`config.mk`:
```
export PLATFORM = sky130hd
export DESIGN_NAME = bank_addr_mapper
export DESIGN_NICKNAME = d
export VERILOG_FILES = /design/src/rtl/bam_pkg.sv /design/src/rtl/bam_cfg_regs.sv /design/src/rtl/bam_code_xlate.sv /design/src/rtl/bam_data_xlate.sv /design/src/rtl/bank_addr_mapper.sv
export SDC_FILE = /design/constraint.sdc
export NUM_CORES = 1
export LEC_CHECK = 0
export BUFFER_PORTS_ARGS = -buffer_cell sky130_fd_sc_hd__buf_2
export CORE_ASPECT_RATIO = 0.6
export CORE_MARGIN = 2
export CORE_UTILIZATION = 37
export DETAILED_ROUTE_END_ITERATION = 16
export HOLD_SLACK_MARGIN = 0.06
export PLACE_DENSITY = 0.8
export SLEW_MARGIN = 20
export SYNTH_ARGS = -nofsm -noshare
export SYNTH_HDL_FRONTEND = slang
export SYNTH_SLANG_ARGS = --single-unit
```
`constraint.sdc`:
```
create_clock -name clk -period 1.6 [get_ports clk]
set_input_delay 0.08 -clock clk [delete_from_list [all_inputs] [get_ports clk]]
set_output_delay 0.08 -clock clk [all_outputs]
set_load 0.005 [all_outputs]
```
`src/rtl/bam_pkg.sv`:
```
package bam_pkg;
  typedef enum logic [1:0] {
    TGT_FLASH   = 2'd0,
    TGT_SCRATCH = 2'd1,
    TGT_PERIPH  = 2'd2,
    TGT_NONE    = 2'd3
  } bam_tgt_e;
endpackage

```
`src/rtl/bam_cfg_regs.sv`:
```
module bam_cfg_regs #(
  parameter int BANK_W = 2,
  parameter int DATA_W = 8
) (
  input  logic              clk,
  input  logic              rst_n,
  input  logic              wr_en,
  input  logic              sel_bank,
  input  logic              sel_ovl,
  input  logic [DATA_W-1:0] wdata,
  output logic [BANK_W-1:0] bank_q,
  output logic [DATA_W-1:0] ovl_q
);
  logic              bank_ce;
  logic              ovl_ce;
  logic [BANK_W-1:0] bank_d;
  logic [DATA_W-1:0] ovl_d;

  always_comb begin
    bank_ce = wr_en & sel_bank;
    ovl_ce  = wr_en & sel_ovl;
    bank_d  = wdata[BANK_W-1:0];
    ovl_d   = wdata;
  end

  always_ff @(posedge clk or negedge rst_n) begin
    if (!rst_n) begin
      bank_q <= '0;
    end else if (bank_ce) begin
      bank_q <= bank_d;
    end
  end

  always_ff @(posedge clk or negedge rst_n) begin
    if (!rst_n) begin
      ovl_q <= '0;
    end else if (ovl_ce) begin
      ovl_q <= ovl_d;
    end
  end
endmodule

```
`src/rtl/bam_code_xlate.sv`:
```
module bam_code_xlate
  import bam_pkg::*;
#(
  parameter int ADDR_W  = 16,
  parameter int BANK_W  = 2,
  parameter int OVL_AW  = 11,
  parameter int PHYS_W  = 18
) (
  input  logic [ADDR_W-1:0] code_addr,
  input  logic [BANK_W-1:0] bank_sel,
  input  logic              ovl_en,
  output bam_tgt_e          tgt,
  output logic [PHYS_W-1:0] phys
);
  localparam int WIN_AW = ADDR_W - 1;
  localparam int TOP_W  = ADDR_W - OVL_AW;

  logic in_window;
  logic ovl_hit;
  logic [PHYS_W-1:0] bank_base;

  always_comb begin
    in_window = code_addr[ADDR_W-1];
    ovl_hit   = ovl_en && (code_addr[ADDR_W-1:OVL_AW] == {TOP_W{1'b1}});
    bank_base = (PHYS_W'(bank_sel) + PHYS_W'(1)) << WIN_AW;
    tgt       = TGT_FLASH;
    phys      = PHYS_W'(code_addr);
    if (ovl_hit) begin
      tgt  = TGT_SCRATCH;
      phys = PHYS_W'(code_addr[OVL_AW-1:0]);
    end else if (in_window) begin
      phys = bank_base | PHYS_W'(code_addr[WIN_AW-1:0]);
    end
  end
endmodule

```
`src/rtl/bam_data_xlate.sv`:
```
module bam_data_xlate
  import bam_pkg::*;
#(
  parameter int ADDR_W        = 16,
  parameter int DATA_W        = 8,
  parameter int BANK_W        = 2,
  parameter int SCR_AW        = 12,
  parameter int PER_BASE      = 'h1000,
  parameter int PER_LAST      = 'h3000,
  parameter int BANK_REG_ADDR = 'h1100,
  parameter int OVL_REG_ADDR  = 'h1101,
  parameter int DPHYS_W       = 14
) (
  input  logic [ADDR_W-1:0]  data_addr,
  input  logic [BANK_W-1:0]  bank_q,
  input  logic [DATA_W-1:0]  ovl_q,
  input  logic [DATA_W-1:0]  scratch_rdata,
  input  logic [DATA_W-1:0]  periph_rdata,
  output bam_tgt_e           tgt,
  output logic [DPHYS_W-1:0] phys,
  output logic [DATA_W-1:0]  rdata,
  output logic               sel_bank,
  output logic               sel_ovl
);
  localparam logic [ADDR_W-1:0] SCR_LIM_A = ADDR_W'(2 ** SCR_AW);
  localparam logic [ADDR_W-1:0] PER_LO_A  = ADDR_W'(PER_BASE);
  localparam logic [ADDR_W-1:0] PER_HI_A  = ADDR_W'(PER_LAST);
  localparam logic [ADDR_W-1:0] BANK_A    = ADDR_W'(BANK_REG_ADDR);
  localparam logic [ADDR_W-1:0] OVL_A     = ADDR_W'(OVL_REG_ADDR);

  logic in_scr;
  logic in_per;

  always_comb begin
    in_scr   = data_addr < SCR_LIM_A;
    in_per   = (data_addr >= PER_LO_A) && (data_addr <= PER_HI_A);
    sel_bank = data_addr == BANK_A;
    sel_ovl  = data_addr == OVL_A;
    tgt      = TGT_NONE;
    phys     = '0;
    rdata    = '1;
    if (in_scr) begin
      tgt   = TGT_SCRATCH;
      phys  = DPHYS_W'(data_addr[SCR_AW-1:0]);
      rdata = scratch_rdata;
    end else if (in_per) begin
      tgt  = TGT_PERIPH;
      phys = DPHYS_W'(data_addr - PER_LO_A);
      if (sel_bank) begin
        rdata = DATA_W'(bank_q);
      end else if (sel_ovl) begin
        rdata = ovl_q;
      end else begin
        rdata = periph_rdata;
      end
    end
  end
endmodule

```
`src/rtl/bank_addr_mapper.sv`:
```
module bank_addr_mapper
  import bam_pkg::*;
#(
  parameter int ADDR_W        = 16,
  parameter int DATA_W        = 8,
  parameter int BANKS         = 4,
  parameter int SCR_AW        = 12,
  parameter int OVL_AW        = 11,
  parameter int OVL_BIT       = 7,
  parameter int PER_BASE      = 'h1000,
  parameter int PER_LAST      = 'h3000,
  parameter int BANK_REG_ADDR = 'h1100,
  parameter int OVL_REG_ADDR  = 'h1101,
  localparam int BANK_W       = $clog2(BANKS),
  localparam int PHYS_W       = $clog2((BANKS + 1) * (2 ** (ADDR_W - 1))),
  localparam int PER_W        = $clog2(PER_LAST - PER_BASE + 1),
  localparam int DPHYS_W      = (SCR_AW > PER_W) ? SCR_AW : PER_W
) (
  input  logic               clk,
  input  logic               rst_n,
  input  logic [ADDR_W-1:0]  code_addr,
  output logic [1:0]         code_tgt,
  output logic [PHYS_W-1:0]  code_phys,
  input  logic [ADDR_W-1:0]  data_addr,
  input  logic               data_wr,
  input  logic [DATA_W-1:0]  data_wdata,
  input  logic [DATA_W-1:0]  scratch_rdata,
  input  logic [DATA_W-1:0]  periph_rdata,
  output logic [1:0]         data_tgt,
  output logic [DPHYS_W-1:0] data_phys,
  output logic [DATA_W-1:0]  data_rdata
);
  logic [1:0]        rst_sync;
  logic              rst_int_n;
  logic [BANK_W-1:0] bank_q;
  logic [DATA_W-1:0] ovl_q;
  logic              ovl_en;
  logic              sel_bank;
  logic              sel_ovl;
  bam_tgt_e          code_tgt_e;
  bam_tgt_e          data_tgt_e;

  always_ff @(posedge clk or negedge rst_n) begin
    if (!rst_n) begin
      rst_sync <= 2'b00;
    end else begin
      rst_sync <= {rst_sync[0], 1'b1};
    end
  end

  always_comb begin
    rst_int_n = rst_sync[1];
    ovl_en    = ovl_q[OVL_BIT];
    code_tgt  = code_tgt_e;
    data_tgt  = data_tgt_e;
  end

  bam_cfg_regs #(
    .BANK_W (BANK_W),
    .DATA_W (DATA_W)
  ) u_regs (
    .clk      (clk),
    .rst_n    (rst_int_n),
    .wr_en    (data_wr),
    .sel_bank (sel_bank),
    .sel_ovl  (sel_ovl),
    .wdata    (data_wdata),
    .bank_q   (bank_q),
    .ovl_q    (ovl_q)
  );

  bam_code_xlate #(
    .ADDR_W (ADDR_W),
    .BANK_W (BANK_W),
    .OVL_AW (OVL_AW),
    .PHYS_W (PHYS_W)
  ) u_code (
    .code_addr (code_addr),
    .bank_sel  (bank_q),
    .ovl_en    (ovl_en),
    .tgt       (code_tgt_e),
    .phys      (code_phys)
  );

  bam_data_xlate #(
    .ADDR_W        (ADDR_W),
    .DATA_W        (DATA_W),
    .BANK_W        (BANK_W),
    .SCR_AW        (SCR_AW),
    .PER_BASE      (PER_BASE),
    .PER_LAST      (PER_LAST),
    .BANK_REG_ADDR (BANK_REG_ADDR),
    .OVL_REG_ADDR  (OVL_REG_ADDR),
    .DPHYS_W       (DPHYS_W)
  ) u_data (
    .data_addr     (data_addr),
    .bank_q        (bank_q),
    .ovl_q         (ovl_q),
    .scratch_rdata (scratch_rdata),
    .periph_rdata  (periph_rdata),
    .tgt           (data_tgt_e),
    .phys          (data_phys),
    .rdata         (data_rdata),
    .sel_bank      (sel_bank),
    .sel_ovl       (sel_ovl)
  );
endmodule

```
## Word level (Yosys, flattened, before mapping)

Index checks and enable logic that the tools add are counted.

- Input bits: 59
- Register bits: 12
- Word-level logic and storage cells: 27

- Multiplexer cells: 11
- Bitwise logic cells: 3
- Equality and inequality tests: 3
- Reduce and logical (&&, ||, !) cells: 2
- $add $sub $neg: 2
- $lt $le $gt $ge: 3

Operator list:

| operator | number |
|---|---|
| $mux W18 | 2 |
| $eq A16 B13 Y1 const B | 2 |
| $mux W8 | 4 |
| $mux W14 | 2 |
| $or A18 B15 Y18 | 1 |
| $ge A16 B13 Y1 const B | 1 |
| $le A16 B14 Y1 const B | 1 |
| $lt A16 B13 Y1 const B | 1 |
| $sub A14 B13 Y14 const B | 1 |
| $eq A5 B5 Y1 const B | 1 |
| $add A2 B1 Y3 const B | 1 |
| $and A1 B1 Y1 | 2 |
| $logic_and A1 B1 Y1 | 2 |
| $mux W1 | 2 |
| $mux W2 | 1 |

## Logic depth before layout (Yosys ltp)

Gate-level depths: netlist of the first run.

- Depth in word-level cells: 5
- Depth in mapped cells: 8
- Mapped depth without buffers: 6

## Modules after synthesis

From an unflattened synthesis of the first run, not the netlist that was laid out.

- Cells, all modules: 130
- Area total of the unflattened synthesis: 1,134.8 sq um

By module, submodules not included:

| module | cells each | area an instance (sq um) | seq. area each (sq um) | times used |
|---|---|---|---|---|
| bam_data_xlate | 72 | 484.2 | 0.0 | 1 |
| bam_cfg_regs | 22 | 372.9 | 250.2 | 1 |
| bam_code_xlate | 33 | 224.0 | 0.0 | 1 |
| bank_addr_mapper | 3 | 53.8 | 50.0 | 1 |

## Least setup slack after synthesis of the first run

OpenSTA, ideal clock, no wires.

- Kind: in2reg
- Start: in data_addr[13]
- End: reg u_regs.ovl_q[0]
- Arrival: 1,452 ps
- Setup time: 125 ps
- Required time: 1,475 ps
- Cell stages on the path: 8
- Setup slack: 23 ps
- Cells stage by stage: inv_1 ha_1 nor4bb_2 and4_1 buf_6 and3_4 buf_12 mux2_4

- Cells in the longest elaborated chain, start to end: 2

RTL lines:

| element | RTL line | text |
|---|---|---|
| start: declaration | bank_addr_mapper.sv:24 | `input logic [ADDR_W-1:0] data_addr,` |
| $eq A16 B13 Y1 | bam_data_xlate.sv:38 | `sel_ovl = data_addr == OVL_A;` |
| $and A1 B1 Y1 | bam_cfg_regs.sv:21 | `ovl_ce = wr_en & sel_ovl;` |
| end signal: assignment | bam_cfg_regs.sv:38 | `ovl_q <= ovl_d;` |
| end: declaration | bam_cfg_regs.sv:12 | `output logic [DATA_W-1:0] ovl_q` |

No other way between the ends.
A chain may end at the register's enable or synchronous reset.

## Worst setup path after layout of the first run

- Start: in data_addr[3]
- End: out data_rdata[1]

- Cells in the longest elaborated chain, start to end: 5

RTL lines:

| element | RTL line | text |
|---|---|---|
| parallel branches: the longest is 4 deep, another holds $ge A16 B13 Y1 | -- |  |
| $mux W8 * | bam_data_xlate.sv:42 | `if (in_scr) begin` |
| end: declaration | bank_addr_mapper.sv:31 | `output logic [DATA_W-1:0] data_rdata` |

Every way passes the cells marked *.

==> summary.md, run 1 <==
| Metric | Value |
|---|---|
| Placement Cell Area | `1498 sq um` |
| Crit path max-delay family | `simple AND/OR/NAND/NOR gates` |
| Chip Width | `75.22 um` |
| Clock-pin slew on the worst setup and hold paths | `0.05 ns` |
| Pwr dens | `518.5 nW/um^2` |
| Synthesis-stage register bit count | `12` |
| Worst Path Buf+Inv | `3` |
| Vias | `1,101` |
| Maximum clock insertion buffer count | `2` |
| Fin nets | `262` |
| Crit path required time | `1.52 ns` |
| Pre-antenna DRT Iters | `4` |
| Top cell type's share of synthesized area | `26.67%` |
| Root Driver | `clkbuf_8` |
| Final Setup Violations | `0` |
| Critical path cell sequence | `buf_2 > nor4_4 > and4_4 > buf_6 > o211ai_1 > a31oi_1 > buf_2` |
| Critical Path End Type | `output port` |
| RSZ-0062 raised after global routing | `true` |
| Crit Path Category | `in2out` |
| Clock tree sinks | `12` |
| Final hold vios | `0` |
| Crit-path slowest cell | `nor4_4` |
| WP data arrival | `1.43 ns` |
| Die area | `3515 sq um` |
| Initial drt markers | `22` |
| Placed Instances | `234` |
| Status | `completed` |
| Number of remaining DRC errors | `0` |
| Worst-path maximum fanout | `8` |
| First-pass GRT wire length | `4581 um` |
| GR Overflow Total | `0` |
| Synth-to-Final Area Change | `41.44%` |
| Max Freq | `662.1 MHz` |
| Most used cell along the critical path | `buf_2` |
| Largest net degree at the start of global routing | `14` |
| Final period utilization | `94.40%` |
| Period minus WS final | `1.510 ns` |
| ANT cells | `0` |
| Post-synthesis sequential area ratio | `26.67%` |
| Max-Cap Viols | `0` |
| Worst skew pair latency | `0.24 ns` |
| Distinct cells, synth | `30` |
| Final Cell Area | `1593 sq um` |
| Htree depth | `1` |
| Die Y | `46.74 um` |
| Max-slew violation count | `0` |
| Detail Route Antenna Nets | `0` |
| Row cnt | `15` |
| Top cells by area, synth | `dfrtp_1 (27%), mux2_4 (11%), buf_4 (8.7%)` |
| Core region area | `2890 sq um` |
| Starting Density | `38.96%` |
| Leakage | `0.8708 nW` |
| Non-Filler Instances | `240` |
| Syn Inst Count | `122` |
| Worst clock skew | `0.003206 ns` |
| Drt total wl | `3052 um` |
| GRT Resource Usage Total | `17.53%` |
| Peak supply drop | `0.5383 mV` |
| Synthesized area | `1126 sq um` |
| Hold Path Class | `in2reg` |
| Critical path launch point type | `primary input` |
| RD Place Congestion | `0.8557` |
| Cell taking the most area after synthesis | `dfrtp_1` |
| Layout cells sized above 1 | `55.56%` |
| Post-Syn Nets | `185` |
| Via-to-Cell Ratio | `4.588` |
| Largest stage delay on the critical path | `0.39 ns` |
| WL per Instance | `12.72 um` |
| Vias in the first global route | `1,030` |
| Synth warnings | `0` |
| Avg Cell Area, Syn | `9.230 sq um` |
| CTS tree | `yes` |
| IO Count | `103` |
| Post-DP HPWL | `2620 um` |
| TritonCTS Buffers | `3` |
| Port Buffers | `79` |
| Worst hold slack | `0.07157 ns` |
| Initial antenna violation count | `0` |
-- cells by family after synthesis --
| group | count (synthesis) | synth area share [%] |
|---|---|---|
| simple gates | 60 | 34.56 |
| buf+inv | 22 | 13.78 |
| compound gates | 12 | 7.222 |
| flops | 12 | 26.67 |
| mux | 10 | 12.67 |
| fa+ha+maj | 4 | 4.445 |
| other cells | 2 | 0.6669 |
-- where the power goes --
part           internal, mW  leakage (nW)  switching (mW)
registers             0.307         0.163         0.00502
logic                 0.102         0.679          0.0890
clock network         0.217        0.0288           0.106
total                 0.625         0.871           0.200
-- synth_stat cells (all sizes together) --
| cell | n |
|---|---|
| a21boi | 1 |
| conb | 2 |
| nand2 | 10 |
| a41oi | 1 |
| nand2b | 2 |
| inv | 5 |
| mux2 | 10 |
| nor3b | 2 |
| clkbuf | 2 |
| buf | 15 |
| nor2 | 14 |
| a31oi | 8 |
| nand3 | 6 |
| nor4 | 3 |
| and2 | 12 |
| and4 | 1 |
| nor4bb | 1 |
| ha | 4 |
| nand4 | 2 |
| and3 | 1 |
| nor2b | 4 |
| and3b | 2 |
| o211ai | 2 |
| dfrtp | 12 |
-- layout make-up --
class,count,area [sq um]
Multi-Input combinational cell,88,689.4
Clock buffer,4,55.05
Tap cell,42,52.55
Fill cell,276,1297
Timing Repair Buffer,89,476.7
Inverter,5,18.77
Sequential cell,12,300.3
-- metal layers --
metal | vias up | routed length [um] | track usage (%)
met3 | 6 | 148 | 5.365
met5 | - | 0 | 0
li1 | 557 | - | -
met2 | 28 | 1434 | 28.42
met1 | 510 | 1432 | 23.40
met4 | 0 | 36 | 4.561
-- worst paths after layout --
path | start | end | slack [ns] | cells after the start
min | data_wdata[3] | u_regs.ovl_q[3] | 0.07 | 2
max reg2reg | u_regs.bank_q[0] | u_regs.bank_q[0] | 0.78 | 1
max in group asynchronous | rst_sync[1] | u_regs.ovl_q[7] | 1.15 | 0
min reg2reg | rst_sync[1] | u_regs.ovl_q[0] | 0.16 | 0
max | data_addr[3] | data_rdata[1] | 0.09 | 7
min in group asynchronous | rst_sync[1] | u_regs.ovl_q[0] | 0.16 | 0
-- flip-flops by register name, summed over array words and instances, names as in the netlist --
| name | count |
|---|---|
| rst_sync | 2 |
| u_regs.bank_q | 2 |
| u_regs.ovl_q | 8 |
-- stage by stage --
stage | setup TNS (ns) | setup WS (ns) | power [mW] | utilization, %
after floorplan | 0 | 0.02328 | 0.4020 | -
after global placement | 0 | 0.0008644 | 0.4969 | 51.82
after detailed placement | -0.5050 | -0.07071 | 0.5017 | 51.82
after CTS | 0 | 0.05835 | 0.8342 | 54.37
after global routing | -0.02674 | -0.01655 | 0.8716 | 55.11
final | 0 | 0.08958 | 0.8259 | 55.11
-- placed cells by master, fill, tap and decap left out, types with 2 or more instances in the layout --
cell type / n
clkbuf_8: 4
conb_1: 2
nand3_1: 6
buf_2: 79
nor2b_1: 4
mux2_4: 8
a31oi_1: 8
nand2b_1: 2
dfrtp_1: 12
nor4_4: 3
ha_1: 4
o211ai_1: 2
nand2_1: 10
and3b_1: 2
and2_1: 12
buf_4: 8
mux2_1: 2
inv_1: 4
nor2_1: 14
-- timing repair --
| item | in CTS | in global routing |
|---|---|---|
| pin swaps | 0 | 0 |
| gates resized for setup | 1 | 3 |
| setup buffers | 0 | 1 |
| endpoints found under the hold margin | 2 | 0 |
| endpoints found under the setup margin | 1 | 8 |
| hold buffers | 1 | 0 |
Note: power is estimated with default switching activity, not from simulation.
==> inputs of run 2 (changes only) <==
--- a/config.mk
+++ b/config.mk
@@ -6,12 +6,14 @@
 export NUM_CORES = 1
 export LEC_CHECK = 0
 export BUFFER_PORTS_ARGS = -buffer_cell sky130_fd_sc_hd__buf_2
+export CELL_PAD_IN_SITES_DETAIL_PLACEMENT = 1
+export CELL_PAD_IN_SITES_GLOBAL_PLACEMENT = 1
 export CORE_ASPECT_RATIO = 0.6
 export CORE_MARGIN = 2
-export CORE_UTILIZATION = 37
+export CORE_UTILIZATION = 25
 export DETAILED_ROUTE_END_ITERATION = 16
 export HOLD_SLACK_MARGIN = 0.06
-export PLACE_DENSITY = 0.8
+export PLACE_DENSITY_LB_ADDON = 0.1
 export SLEW_MARGIN = 20
 export SYNTH_ARGS = -nofsm -noshare
 export SYNTH_HDL_FRONTEND = slang
==> summary.md, run 2 (same netlist as run 1, synthesis figures left out) <==
| Metric | Value |
|---|---|
| Clock-pin slew on the worst setup and hold paths | `0.05 ns (about the same)` |
| Max reg flops | `8 (unchanged)` |
| Fin nets | `267 (+1.9%)` |
| Largest net degree at the start of global routing | `14 (unchanged)` |
| Die area | `5075 sq um (+44%)` |
| Biggest regs | `u_regs.ovl_q (8), rst_sync (2), u_regs.bank_q (2)` |
| Pre-antenna DRT Iters | `3 (-1)` |
| Max-Cap Viols | `0 (unchanged)` |
| Via-to-Cell Ratio | `4.392 (-4.3%)` |
| RD Place Congestion | `0.6877 (-20%)` |
| Clock tree sinks | `12 (unchanged)` |
| Vias in the first global route | `1,244 (+21%)` |
| Most common cell after layout, fill and taps aside | `buf_2` |
| Leakage | `0.8919 nW (+2.4%)` |
| GR Overflow Total | `0 (unchanged)` |
| GRT Resource Usage Total | `14.34% (-3.2 points)` |
| First-pass GRT wire length | `5899 um (+29%)` |
| Worst skew pair latency | `0.24 ns (about the same)` |
| Critical Path End Type | `output port` |
| Period minus WS final | `1.511 ns (+0.0007911 ns)` |
| Core region area | `4212 sq um (+46%)` |
| Largest Register | `u_regs.ovl_q` |
| Maximum clock insertion buffer count | `2 (unchanged)` |
| Worst clock skew | `0.0009229 ns (-0.002283 ns)` |
| Drt total wl | `3558 um (+17%)` |
| WL per Instance | `13.53 um (+6.4%)` |
| ANT cells | `0 (unchanged)` |
| Starting Density | `26.74% (-12 points)` |
| Worst-path maximum fanout | `8 (unchanged)` |
| Final hold vios | `0 (unchanged)` |
| CTS tree | `yes` |
| Non-Filler Instances | `263 (+9.6%)` |
| Synth-to-Final Area Change | `47.67%` |
| IO Count | `103 (unchanged)` |
| Peak supply drop | `0.3060 mV (-43%)` |
| Crit path required time | `1.52 ns (about the same)` |
| Placed Instances | `255 (+9.0%)` |
| FF-to-FF setup slack | `0.79 ns (about the same)` |
| Final period utilization | `94.45% (about the same)` |
| TritonCTS Buffers | `3 (unchanged)` |
| Hold Path Class | `in2reg` |
| Critical path launch point type | `primary input` |
| Htree depth | `1 (unchanged)` |
| Highest-count cells in the layout ignoring fill and taps | `buf_2 (79), nor2_1 (13), and2_1 (12), buf_4 (12), dfrtp_1 (12)` |
| Max Freq | `661.7 MHz (about the same)` |
| Root Driver | `clkbuf_8` |
| Max-slew violation count | `0 (unchanged)` |
| Initial antenna violation count | `0 (unchanged)` |
| Chip Width | `90.65 um (+21%)` |
| Vias | `1,155 (+4.9%)` |
| Detail Route Antenna Nets | `0 (unchanged)` |
| Port Buffers | `79 (unchanged)` |
| Status | `completed` |
| Crit Path Category | `in2out` |
| Number of remaining DRC errors | `0 (unchanged)` |
| Overall Power | `0.8437 mW (+2.2%)` |
| Post-DP HPWL | `3026 um (+16%)` |
| WP data arrival | `1.43 ns (about the same)` |
| Final Setup Violations | `0 (unchanged)` |
| Die Y | `55.99 um (+20%)` |
| Row cnt | `18 (+3)` |
| Pwr dens | `507.4 nW/um^2 (-2.1%)` |
| Layout cells sized above 1 | `57.64% (+2.1 points)` |
| Initial drt markers | `18 (-18%)` |
run 2: worst paths after layout:
kind | startpoint | end | cells after the start
setup / recovery | data_addr[13] | data_rdata[1] | 9
hold / removal | data_wdata[3] | u_regs.ovl_q[3] | 2
setup reg to reg | u_regs.bank_q[0] | u_regs.bank_q[0] | 1
hold reg to reg | rst_sync[1] | u_regs.ovl_q[2] | 0
max in group asynchronous | rst_sync[1] | u_regs.ovl_q[7] | 0
min in group asynchronous | rst_sync[1] | u_regs.ovl_q[2] | 0
run 2: repair_timing:
| item | 4_1_cts | 5_1_grt |
|---|---|---|
| endpoints found under the hold margin | 2 | 1 |
| setup buffers | 0 | 2 |
| resized for setup | 0 | 7 |
| hold buffers | 1 | 1 |
| setup endpoints to repair | 0 | 24 |
run 2: stage by stage:
step           util (%)  instance area [sq um]  setup WS [ns]  setup TNS, ns  hold WS [ns]
2_1_floorplan         -                   1126        0.02328              0       -0.2156
3_3_place_gp      36.63                   1543        0.01143              0       -0.1348
3_5_place_dp      36.63                   1543       -0.03221        -0.2480       -0.1342
4_1_cts           38.18                   1608        0.02618              0       0.06589
5_1_grt           39.48                   1663      -0.006844       -0.01187       0.06694
6_report          39.48                   1663        0.08879              0       0.07098
run 2: per-layer routing:
metal / vias to the layer above / wire [um] / global-route usage (%)
li1: 564 / - / -
met5: - / 0 / 0
met1: 537 / 1619 / 18.60
met3: 10 / 241 / 3.930
met4: 0 / 41 / 2.857
met2: 44 / 1656 / 24.09
run 2: cell type report:
type | instances | area (sq um)
Fill cell | 534 | 2549
Inverter | 5 | 18.77
Tap cell | 60 | 75.07
Clock buffer | 4 | 55.05
Multi-Input combinational cell | 88 | 696.9
Sequential cell | 12 | 300.3
Timing Repair Buffer | 94 | 516.7
run 2: power by group:
part | internal [mW] | switching [mW] | leakage [nW] | total (mW)
clock network | 0.218 | 0.113 | 0.0288 | 0.331
registers | 0.306 | 0.00508 | 0.163 | 0.311
logic | 0.108 | 0.0934 | 0.700 | 0.202
run 2: worst max-delay path, cell delays in order:
cell and delay [ns]:
buf_2 0.11, inv_2 0.05, ha_2 0.15, nor4bb_4 0.20, and4_1 0.27, buf_6 0.14, o211ai_1 0.11, a31oi_1 0.19
buf_2 0.13
